File: config.mk
export PLATFORM = sky130hd
export DESIGN_NAME = jkms_emu
export DESIGN_NICKNAME = d
export VERILOG_FILES = /design/src/rtl/jkms_pkg.sv /design/src/rtl/jkms_ck_sync.sv /design/src/rtl/jkms_master.sv /design/src/rtl/jkms_slave.sv /design/src/rtl/jkms_emu.sv
export SDC_FILE = /design/constraint.sdc
export NUM_CORES = 1
export LEC_CHECK = 0
export BUFFER_PORTS_ARGS = -buffer_cell sky130_fd_sc_hd__buf_2
export CAP_MARGIN = 30
export CORE_AREA = 4 4 41 43
export CTS_CLUSTER_SIZE = 40
export DETAILED_ROUTE_END_ITERATION = 8
export DIE_AREA = 0 0 45 47
export SETUP_SLACK_MARGIN = 0.02
export SLEW_MARGIN = 10
export SYNTH_ARGS = -nofsm -noshare
export SYNTH_HDL_FRONTEND = slang
export SYNTH_SLANG_ARGS = --single-unit
File: constraint.sdc
create_clock -name clk_i -period 2.2 [get_ports clk_i]
set_input_delay 0 -clock clk_i [delete_from_list [all_inputs] [get_ports clk_i]]
set_output_delay 0 -clock clk_i [all_outputs]
set_load 0.03 [all_outputs]
File: src/rtl/jkms_pkg.sv
package jkms_pkg;

  typedef enum logic [1:0] {
    FRC_NONE = 2'd0,
    FRC_SET  = 2'd1,
    FRC_CLR  = 2'd2,
    FRC_BOTH = 2'd3
  } frc_e;

  // decode of the active-low override pins
  function automatic frc_e frc_decode(input logic pr_n, input logic clr_n);
    case ({pr_n, clr_n})
      2'b01:   return FRC_SET;
      2'b10:   return FRC_CLR;
      2'b00:   return FRC_BOTH;
      default: return FRC_NONE;
    endcase
  endfunction

  // gated set/reset of the front latch: set only when the fed-back Q is 0,
  // reset only when it is 1
  function automatic logic master_next(input logic m, input logic j,
                                       input logic k, input logic q_fb);
    if (j && !q_fb) return 1'b1;
    if (k && q_fb)  return 1'b0;
    return m;
  endfunction

endpackage

File: src/rtl/jkms_ck_sync.sv
module jkms_ck_sync #(
  parameter int SYNC_STAGES = 2
) (
  input  logic clk_i,
  input  logic rst_ni,
  input  logic ck_i,
  output logic ck_s_o
);
  localparam int LAST = SYNC_STAGES - 1;

  logic [LAST:0] chain_q;

  always_ff @(posedge clk_i or negedge rst_ni) begin
    if (!rst_ni) chain_q[0] <= 1'b0;
    else         chain_q[0] <= ck_i;
  end

  for (genvar g = 1; g < SYNC_STAGES; g++) begin : g_stage
    always_ff @(posedge clk_i or negedge rst_ni) begin
      if (!rst_ni) chain_q[g] <= 1'b0;
      else         chain_q[g] <= chain_q[g-1];
    end

    AST_SYNC_SHIFT: assert property (@(posedge clk_i) disable iff (!rst_ni)
      1'b1 |=> chain_q[g] == $past(chain_q[g-1]));
  end

  assign ck_s_o = chain_q[LAST];
endmodule

File: src/rtl/jkms_master.sv
module jkms_master
  import jkms_pkg::*;
(
  input  logic clk_i,
  input  logic rst_ni,
  input  logic ph_hi_i,
  input  logic j_i,
  input  logic k_i,
  input  logic q_fb_i,
  input  frc_e frc_i,
  output logic m_o
);
  logic m_q;
  logic frc_act;

  assign frc_act = (frc_i != FRC_NONE);

  always_ff @(posedge clk_i or negedge rst_ni) begin
    if (!rst_ni)                m_q <= 1'b0;
    else if (frc_i == FRC_SET)  m_q <= 1'b1;
    else if (frc_act)           m_q <= 1'b0;
    else if (ph_hi_i)           m_q <= master_next(m_q, j_i, k_i, q_fb_i);
  end

  assign m_o = m_q;

  AST_MASTER_IDLE_LOW: assert property (@(posedge clk_i) disable iff (!rst_ni)
    (!ph_hi_i && !frc_act) |=> $stable(m_q));

  AST_CAUGHT_ONE_STAYS: assert property (@(posedge clk_i) disable iff (!rst_ni)
    (ph_hi_i && !frc_act && !q_fb_i && m_q) |=> m_q);

  AST_CAUGHT_ZERO_STAYS: assert property (@(posedge clk_i) disable iff (!rst_ni)
    (ph_hi_i && !frc_act && q_fb_i && !m_q) |=> !m_q);
endmodule

File: src/rtl/jkms_slave.sv
module jkms_slave
  import jkms_pkg::*;
(
  input  logic clk_i,
  input  logic rst_ni,
  input  logic ph_hi_i,
  input  logic m_i,
  input  frc_e frc_i,
  output logic s_o
);
  logic s_q;
  logic frc_act;

  assign frc_act = (frc_i != FRC_NONE);

  always_ff @(posedge clk_i or negedge rst_ni) begin
    if (!rst_ni)                s_q <= 1'b0;
    else if (frc_i == FRC_SET)  s_q <= 1'b1;
    else if (frc_act)           s_q <= 1'b0;
    else if (!ph_hi_i)          s_q <= m_i;
  end

  assign s_o = s_q;

  AST_SLAVE_HOLD_HIGH: assert property (@(posedge clk_i) disable iff (!rst_ni)
    (ph_hi_i && !frc_act) |=> $stable(s_q));

  AST_SLAVE_FOLLOWS_LOW: assert property (@(posedge clk_i) disable iff (!rst_ni)
    (!ph_hi_i && !frc_act) |=> s_q == $past(m_i));
endmodule

File: src/rtl/jkms_emu.sv
module jkms_emu
  import jkms_pkg::*;
#(
  parameter int SYNC_STAGES = 2
) (
  input  logic clk_i,
  input  logic rst_ni,
  input  logic j_i,
  input  logic k_i,
  input  logic ck_i,
  input  logic pr_ni,
  input  logic clr_ni,
  output logic q_o,
  output logic qn_o,
  output logic forbid_o
);
  logic ck_s;
  logic m_state;
  logic s_state;
  frc_e frc;

  assign frc = frc_decode(pr_ni, clr_ni);

  jkms_ck_sync #(.SYNC_STAGES(SYNC_STAGES)) u_sync (
    .clk_i  (clk_i),
    .rst_ni (rst_ni),
    .ck_i   (ck_i),
    .ck_s_o (ck_s)
  );

  jkms_master u_master (
    .clk_i   (clk_i),
    .rst_ni  (rst_ni),
    .ph_hi_i (ck_s),
    .j_i     (j_i),
    .k_i     (k_i),
    .q_fb_i  (s_state),
    .frc_i   (frc),
    .m_o     (m_state)
  );

  jkms_slave u_slave (
    .clk_i   (clk_i),
    .rst_ni  (rst_ni),
    .ph_hi_i (ck_s),
    .m_i     (m_state),
    .frc_i   (frc),
    .s_o     (s_state)
  );

  always_comb begin
    case (frc)
      FRC_SET:  begin q_o = 1'b1;    qn_o = 1'b0;     end
      FRC_CLR:  begin q_o = 1'b0;    qn_o = 1'b1;     end
      FRC_BOTH: begin q_o = 1'b1;    qn_o = 1'b1;     end
      default:  begin q_o = s_state; qn_o = ~s_state; end
    endcase
  end

  assign forbid_o = (frc == FRC_BOTH);

  AST_PRESET_WINS: assert property (@(posedge clk_i) disable iff (!rst_ni)
    (!pr_ni && clr_ni) |-> (q_o && !qn_o));

  AST_CLEAR_WINS: assert property (@(posedge clk_i) disable iff (!rst_ni)
    (pr_ni && !clr_ni) |-> (!q_o && qn_o));

  AST_BOTH_LOW_ZEROES: assert property (@(posedge clk_i) disable iff (!rst_ni)
    (!pr_ni && !clr_ni) |=> (!s_state && !m_state));

  AST_OUT_COMPLEMENT: assert property (@(posedge clk_i) disable iff (!rst_ni)
    (pr_ni && clr_ni) |-> (q_o != qn_o && !forbid_o));
endmodule

# Yosys cells after proc, flatten, opt, wreduce, memory -nomap -nowiden
# Cells that the tools add are included.
[op_classes]
n_eq_ne = 6
bitwise_logic = 1
n_mux = 22
div_mod_pow = 0
order_cmp = 0
n_shift = 0
reduce_logical = 10
n_addsub = 0
n_mul = 0
[ops]
columns = ["cell", "n"]
rows = [
  ["2-to-1 mux 1 bit", 19],
  ["equality test 2 bit, second input constant", 3],
  ["case mux 2 bit (3 select lines)", 1],
  ["equality test 2 x 1 -> 1 bit, second input constant", 2],
  ["case mux 1 bit (2 select lines)", 2],
  ["nonzero test 4 bit", 1],
  ["OR reduction 2 bit", 2],
  ["!= test 3 x 1 -> 1 bit, second input constant", 1],
  ["nonzero test 3 bit", 1],
  ["logical AND 1 bit", 2],
  ["zero test 2 bit", 1],
  ["AND reduction 2 bit", 1],
  ["nonzero test 2 bit", 1],
  ["zero test 1 bit", 1],
  ["NOT 1 bit", 1],
]
[word_totals]
ramBits = 0
output_inout_bits = 3
mem_count = 0
mem_bits_ro = 0
regBits = 4
word_cells = 43
latchBits = 0

# Depth between registers and ports, before layout
# Gate-level depths: netlist of the first run.
[logic_depth]
ltp_word = 15
ltp_mapped = 2
depth_no_buf = 2

# Cells and area by module
# A second synthesis of the first run with hierarchy kept.
[hier_totals]
hier_cells = 17
hier_area_um2 = 176.4
[modules_own_cells]
columns = ["module", "area_per_inst_um2", "instances", "seq_area_each_um2", "cells_each"]
rows = [
  ["jkms_master", 55.1, 1, 25.0, 5],
  ["jkms_ck_sync", 50.0, 1, 50.0, 2],
  ["jkms_slave", 43.8, 1, 25.0, 4],
  ["jkms_emu", 27.5, 1, 0.0, 6],
]

# Worst setup path after synthesis of the first run
# Ideal clock, no wire load.
[synth_timing]
kind = "flip-flop to output port"
startpoint = "register u_slave.s_q, in the netlist u_slave.s_o"
endpoint = "output qn_o"
arrival_time_ns = 1.080
stages_incl_launch_ff = 2
path_buffers = 0
t_required_ns = 2.200
path_slack_ns = 1.120
cell_sequence = "dfrtp_1 o21ai_0"
[synth_via]
elab_chain_cells = 2
[synth_rtl]
columns = ["item", "line", "text"]
rows = [
  ["start: declaration", "jkms_slave.sv:11", "logic s_q;"],
  ["start signal: assignment", "jkms_slave.sv:20", "else if (!ph_hi_i) s_q <= m_i;"],
  ["NOT 1 bit", "jkms_emu.sv:56", "default: begin q_o = s_state; qn_o = ~s_state; end"],
  ["case mux 1 bit (2 select lines)", "jkms_emu.sv:52", "case (frc)"],
  ["end: declaration", "jkms_emu.sv:14", "output logic qn_o,"],
]
# No other way between the ends.

# Final worst setup path of the first run
# Same ends and word-level chain as after synthesis.

==> qor.txt, run 1 <==
CTS tree -> yes
Filler cells -> 148
Rel. slew slack -> 90.4%
Post-Syn Nets -> 21
Leak -> 0.000138 µW
Antenna violations before repair -> 0
Ant. Diodes -> 0
Boundary pin count -> 10
Cell type with the largest total area after synthesis -> dfrtp_1
Count of final hold-check violations -> 0
CP max stage cell -> dfrtp_1
Detailed placement HPWL -> 316 µm
Mapped Area -> 163 µm²
DR vias -> 154
Maximum net fanout on the critical path -> 5
Hold Crit Class -> primary input to flip-flop
Top routing layer in use -> met3
Core Util, Final -> 20.7%
DRT Pass-1 Iters -> 1
DR WL met3 -> 56 µm
H-tree levels -> 1
Max VDD drop -> 0.000354 V
Crit path launch type -> flip-flop
YS warnings -> 0
Placed Area -> 226 µm²
TNS Setup -> 0 ns
Met1 WL -> 211 µm
CP required -> 2.20 ns
Kind of critical path -> flip-flop to primary output
Drt total wl -> 393 µm
Delay-heaviest family, CP -> flip-flops
Width of the die -> 45 µm
IO Port Bufs -> 9
Row count -> 13
Num Clock Sinks -> 4
Fin Hold WS -> 0.0302 ns
Largest net degree at the start of global routing -> 6
Flops & latches, synth -> 4
Worst path buffer plus inverter count -> 1
Antenna-violating nets left -> 0
Fraction of layout cells with a size suffix above 1 -> 42.9%
P&R area growth vs syn -> 65.4%
Number of global-route vias before repair -> 177
Final setup violation count -> 0
GPL Wtd Cong -> 0.605
PwrDens -> 737 mW/mm²
Post-DR vias/cell -> 3.58
Unrepaired setup endpoints after global routing -> no
Critical path's largest stage delay -> 0.40 ns
Skew final -> 0.00252 ns
Slew Limit Fails -> 0
# resized after CTS -> 0
Core box area -> 0.00130 mm²
Root Driver -> clkbuf_4
GR Util All Layers -> 4.92%
Critical Path AT -> 1.00 ns
Fin crit share -> 45.3%
DR DRC count -> 0
Cell Chain, Critical Path -> o21ai_0 > buf_2
WL met2 -> 125 µm
Post-Syn Instances -> 14
Distinct cells, synth -> 10
Drt wl/cell -> 9.14 µm
Synth area leaders -> dfrtp_1 (62%), mux2i_1 (6.2%), o311a_1 (6.2%)
Global-route wire length before repair -> 690 µm
Initial Utilization -> 12.5%
Crit path capture type -> primary output
CTS Buffer Depth -> 2
Syn_area_per_cell -> 11.6 µm²
Clk Latency, worst-skew pair -> 0.23 ns
Seq/Total Area, Yosys -> 61.5%
# nets final -> 37
Synth top area share -> 61.5%
Status -> finished, final reports clean
Max Cap Violations -> 0
Total gr overflow -> 0
Worst-path clk slew -> 0.04 ns
Die Ht -> 47 µm
1st-iter DRT viols -> 0
Fmax achieved -> 1000 MHz
Worst slew pin tran -> 0.143 ns
Final instance area -> 269 µm²
Post-route minimum period -> 0.997 ns
Die Footprint -> 0.00212 mm²
Num CTS Buffers -> 3
==> power breakdown <==
group          total, µW  internal [µW]  switching, µW
Sequential          82.3           78.8           3.48
Clock               86.6           60.7           25.9
Combinational       29.3           13.1           16.3
==> layout by cell type, fill, tap and decap left out <==
master and n:
buf_2 9, inv_1 1, nand2_1 2, dfrtp_1 4, nor2_1 1, nand4_1 1, clkbuf_4 3, o21ai_0 1
mux2i_1 1, and3b_1 1, a21boi_0 1, o311a_1 1, dlygate4sd3_1 2
==> cells in the mapped netlist <==
cell type and n:
mux2i_1 1, nand2_1 2, o311a_1 1, dfrtp_1 4, and3b_1 1, inv_1 1
a21boi_0 1, nand4_1 1, o21ai_0 1, nor2_1 1
==> metrics by stage <==
step | instances | power (µW) | setup slack [ns]
6_report | 43 | 198 | 1.20
5_1_grt | 43 | 217 | 1.13
4_1_cts | 43 | 204 | 1.18
3_5_place_dp | 38 | 110 | 1.21
3_3_place_gp | 38 | 110 | 1.23
2_1_floorplan | 14 | 96.7 | 1.12
==> flip-flops by register name, summed over array words and instances (netlist names) <==
name and cells:
u_sync.ck_s_o 1, u_master.m_o 1, u_sync.chain_q 1, u_slave.s_o 1
==> layer usage <==
metal  track usage (%)  vias up
li1                  -       80
met2              5.37        9
met4              1.75        0
met3              4.98        0
met1              6.22       65
met5                 0        -
==> area by class of cell <==
cell class                      instances  area [µm²]  area share [%]
Inverter                                1        3.75            1.40
Sequential cell                         4         100            37.2
Timing Repair Buffer                   11        65.1            24.2
Clock buffer                            3        22.5            8.37
Tap cell                               15        18.8            6.98
Multi-Input combinational cell          9        58.8            21.9
==> timing repair <==
| action | 4_1_cts | 5_1_grt |
|---|---|---|
| setup endpoints to repair | 0 | 0 |
| hold endpoints to repair | 5 | 0 |
| hold buffers | 2 | 0 |
| setup buffers | 0 | 0 |
==> path summary, 6_finish.rpt <==
path,startpoint,to,slack [ns],cells after the start
min in group asynchronous,rst_ni,u_master.m_o,0.11,2
worst min-delay path,pr_ni,u_slave.s_o,0.03,2
worst max-delay path,u_slave.s_o,qn_o,1.20,2
worst min register to register,u_sync.chain_q[0],u_sync.ck_s_o,0.35,0
worst max register to register,u_sync.ck_s_o,u_master.m_o,1.21,2
max in group asynchronous,rst_ni,u_sync.ck_s_o,1.97,2
==> logic make-up (layout without fill, tap and decap cells) <==
logic type             after synthesis  count (layout)  synth area share (%)
buffers and inverters                1              15                  2.31
multiplexers                         1               1                  6.15
AND/OR/NAND/NOR                      5               5                  16.2
AO/OA/AOI/OAI                        3               3                  13.8
flip-flops                           4               4                  61.5
Note: power is estimated with default switching activity, not from simulation.
==> inputs of run 2 (changes only) <==
--- a/config.mk
+++ b/config.mk
@@ -5,6 +5,7 @@
 export SDC_FILE = /design/constraint.sdc
 export NUM_CORES = 1
 export LEC_CHECK = 0
+export ABC_AREA = 1
 export BUFFER_PORTS_ARGS = -buffer_cell sky130_fd_sc_hd__buf_2
 export CAP_MARGIN = 30
 export CORE_AREA = 4 4 41 43
==> constraint.sdc (replaced) <==
create_clock -name clk_i -period 1 [get_ports clk_i]
set_input_delay 0 -clock clk_i [delete_from_list [all_inputs] [get_ports clk_i]]
set_output_delay 0 -clock clk_i [all_outputs]
set_load 0.03 [all_outputs]
==> run 2 against run 1 <==
Register-to-register slack lost 1.1 ns. Count of clock-buffer cells in the layout is the same. Sequential share of layout area is 3.7 points lower. Global-route usage up 1.0 points. Non-clock buffer count up 1. Cell area grew 11%. Die area is the same. Critical endpoint unchanged. Clock power up 130%. Combinational power increased to 2.8 times the previous value. First-iteration DRC count increased by 4. Highest routed layer unchanged. Core utilization increased by 2.3 points. Wire length grew 11%.
==> qor.txt, run 2 <==
Status -> finished, final reports clean
Root Driver -> clkbuf_4
Post-route minimum period -> 0.910 ns
DRT Pass-1 Iters -> 2
Num CTS Buffers -> 3
CTS Buffer Depth -> 2
Fraction of layout cells with a size suffix above 1 -> 37.8%
Count of final hold-check violations -> 0
Antenna-violating nets left -> 0
Number of global-route vias before repair -> 210
Synth top area share -> 55.9%
Row count -> 13
Total gr overflow -> 0
Worst-path clk slew -> 0.04 ns
Crit. Startpoint -> u_slave.s_o
Crit path capture type -> primary output
Crit path launch type -> flip-flop
Final setup violation count -> 0
Worst Setup Slack, final -> 0.0902 ns
Total power -> 461 µW
Cell Chain, Critical Path -> o21ai_2 > buf_4
# nets final -> 46
Cell type with the largest total area after synthesis -> dfrtp_1
Detailed placement HPWL -> 329 µm
Leading cell type by number of instances after synthesis -> nand2_1
Antenna violations before repair -> 0
GPL Wtd Cong -> 0.598
Most frequent cells after synthesis -> nand2_1 (8), dfrtp_1 (4), inv_1 (3), nand3_1 (3)
Ant. Diodes -> 0
Core Util, Final -> 23.0%
Slew Limit Fails -> 0
Num Clock Sinks -> 4
Drt total wl -> 437 µm
P&R area growth vs syn -> 67.1%
DR DRC count -> 0
DR vias -> 199
Boundary pin count -> 10
Initial Utilization -> 13.8%
Unrepaired setup endpoints after global routing -> yes
Kind of critical path -> flip-flop to primary output
CP max stage cell -> dfrtp_1
Synth area leaders -> dfrtp_1 (56%), nand2_1 (17%), nand3_1 (8.4%)
Skew final -> 0.00291 ns
TNS Setup -> 0 ns
Hold Crit Class -> primary input to flip-flop
Fin crit share -> 91.0%
Delay-heaviest family, CP -> flip-flops
Post-DR vias/cell -> 3.83
Post-Syn Instances -> 22
Die Footprint -> 0.00212 mm²
Critical path's largest stage delay -> 0.39 ns
Flops & latches, synth -> 4
Distinct cells, synth -> 8
Rel. slew slack -> 89.7%
H-tree levels -> 1
Worst slack at placement -> 0.210 ns
Leak -> 0.000163 µW
Filler cells -> 159
IO Port Bufs -> 9
Largest net degree at the start of global routing -> 8
YS warnings -> 0
CTS tree -> yes
GR Util All Layers -> 5.95%
Max Cap Violations -> 0
Syn_area_per_cell -> 8.13 µm²
Worst path buffer plus inverter count -> 1
Most frequent cells in the layout -> nand2_1 (8), buf_2 (8), dfrtp_1 (4)
Max VDD drop -> 0.000494 V
CP required -> 1.00 ns
FF-to-FF Start -> u_slave.s_o
Final instance area -> 299 µm²
Hold Startpoint -> pr_ni
Critical Path AT -> 0.91 ns
Maximum net fanout on the critical path -> 3
Mapped Area -> 179 µm²
Placed Area -> 243 µm²
Core box area -> 0.00130 mm²
Drt wl/cell -> 8.40 µm
Width of the die -> 45 µm
Clk Latency, worst-skew pair -> 0.23 ns
1st-iter DRT viols -> 4
PwrDens -> 1540 mW/mm²
Die Ht -> 47 µm
Ys async rst share -> 100%
Post-synth EDFFs -> 0
Global-route wire length before repair -> 821 µm
Seq/Total Area, Yosys -> 55.9%
Worst slew pin tran -> 0.155 ns
Synth Flop Type -> dfrtp_1
Fmax achieved -> 1100 MHz
Post-Syn Nets -> 29
-- run 2: path summary, 6_finish.rpt --
path	to	slack, ns	cells past startpoint
setup / recovery	qn_o	0.09	2
hold / removal	u_slave.s_o	0.09	3
setup reg to reg	u_master.m_o	0.10	6
hold reg to reg	u_sync.ck_s_o	0.35	0
max in group asynchronous	u_sync.ck_s_o	0.78	2
min in group asynchronous	u_master.m_o	0.10	2
-- run 2: per-layer routing --
layer  vias up  track usage (%)  wire length, µm
li1        101                -                -
met1        92             5.06              140
met2         6             8.19              239
met3         0             4.60               57
met4         0             7.02                0
met5         -                0                0
-- run 2: kinds of logic after synthesis --
group / count (synthesis) / share of synthesized area, %
AND/OR/NAND/NOR: 14 / 35.0
flip-flops: 4 / 55.9
buffers and inverters: 3 / 6.29
AO/OA/AOI/OAI: 1 / 2.79
-- run 2: timing repair --
action | in CTS | in global routing
hold buffers | 2 | 0
setup buffers | 1 | 0
hold endpoints to repair | 5 | 0
pin swaps | 0 | 1
gates resized for setup | 1 | 1
endpoints found under the setup margin | 1 | 1
-- run 2: worst min-delay path: stages --
cell     delay, ns
buf_2         0.12
nand4_1       0.09
nand3_1       0.07
-- run 2: metrics by stage --
stage | hold slack [ns] | std cells
2_1_floorplan | -0.296 | 22
3_3_place_gp | -0.194 | 46
3_5_place_dp | -0.190 | 46
4_1_cts | 0.0776 | 52
5_1_grt | 0.111 | 52
6_report | 0.0851 | 52
-- run 2: layout make-up --
cell class	instances	area (µm²)	area share (%)
multi-input combinational	15	71.3	23.8
timing repair buffer	12	75.1	25.1
inverter	3	11.3	3.77
clock buffer	3	22.5	7.53
sequential	4	100	33.5
tap	15	18.8	6.28
-- run 2: report_power, final --
part	internal, µW	switching (µW)
combinational	36.6	46.5
sequential	174	7.82
clock	134	61.9
total	345	116
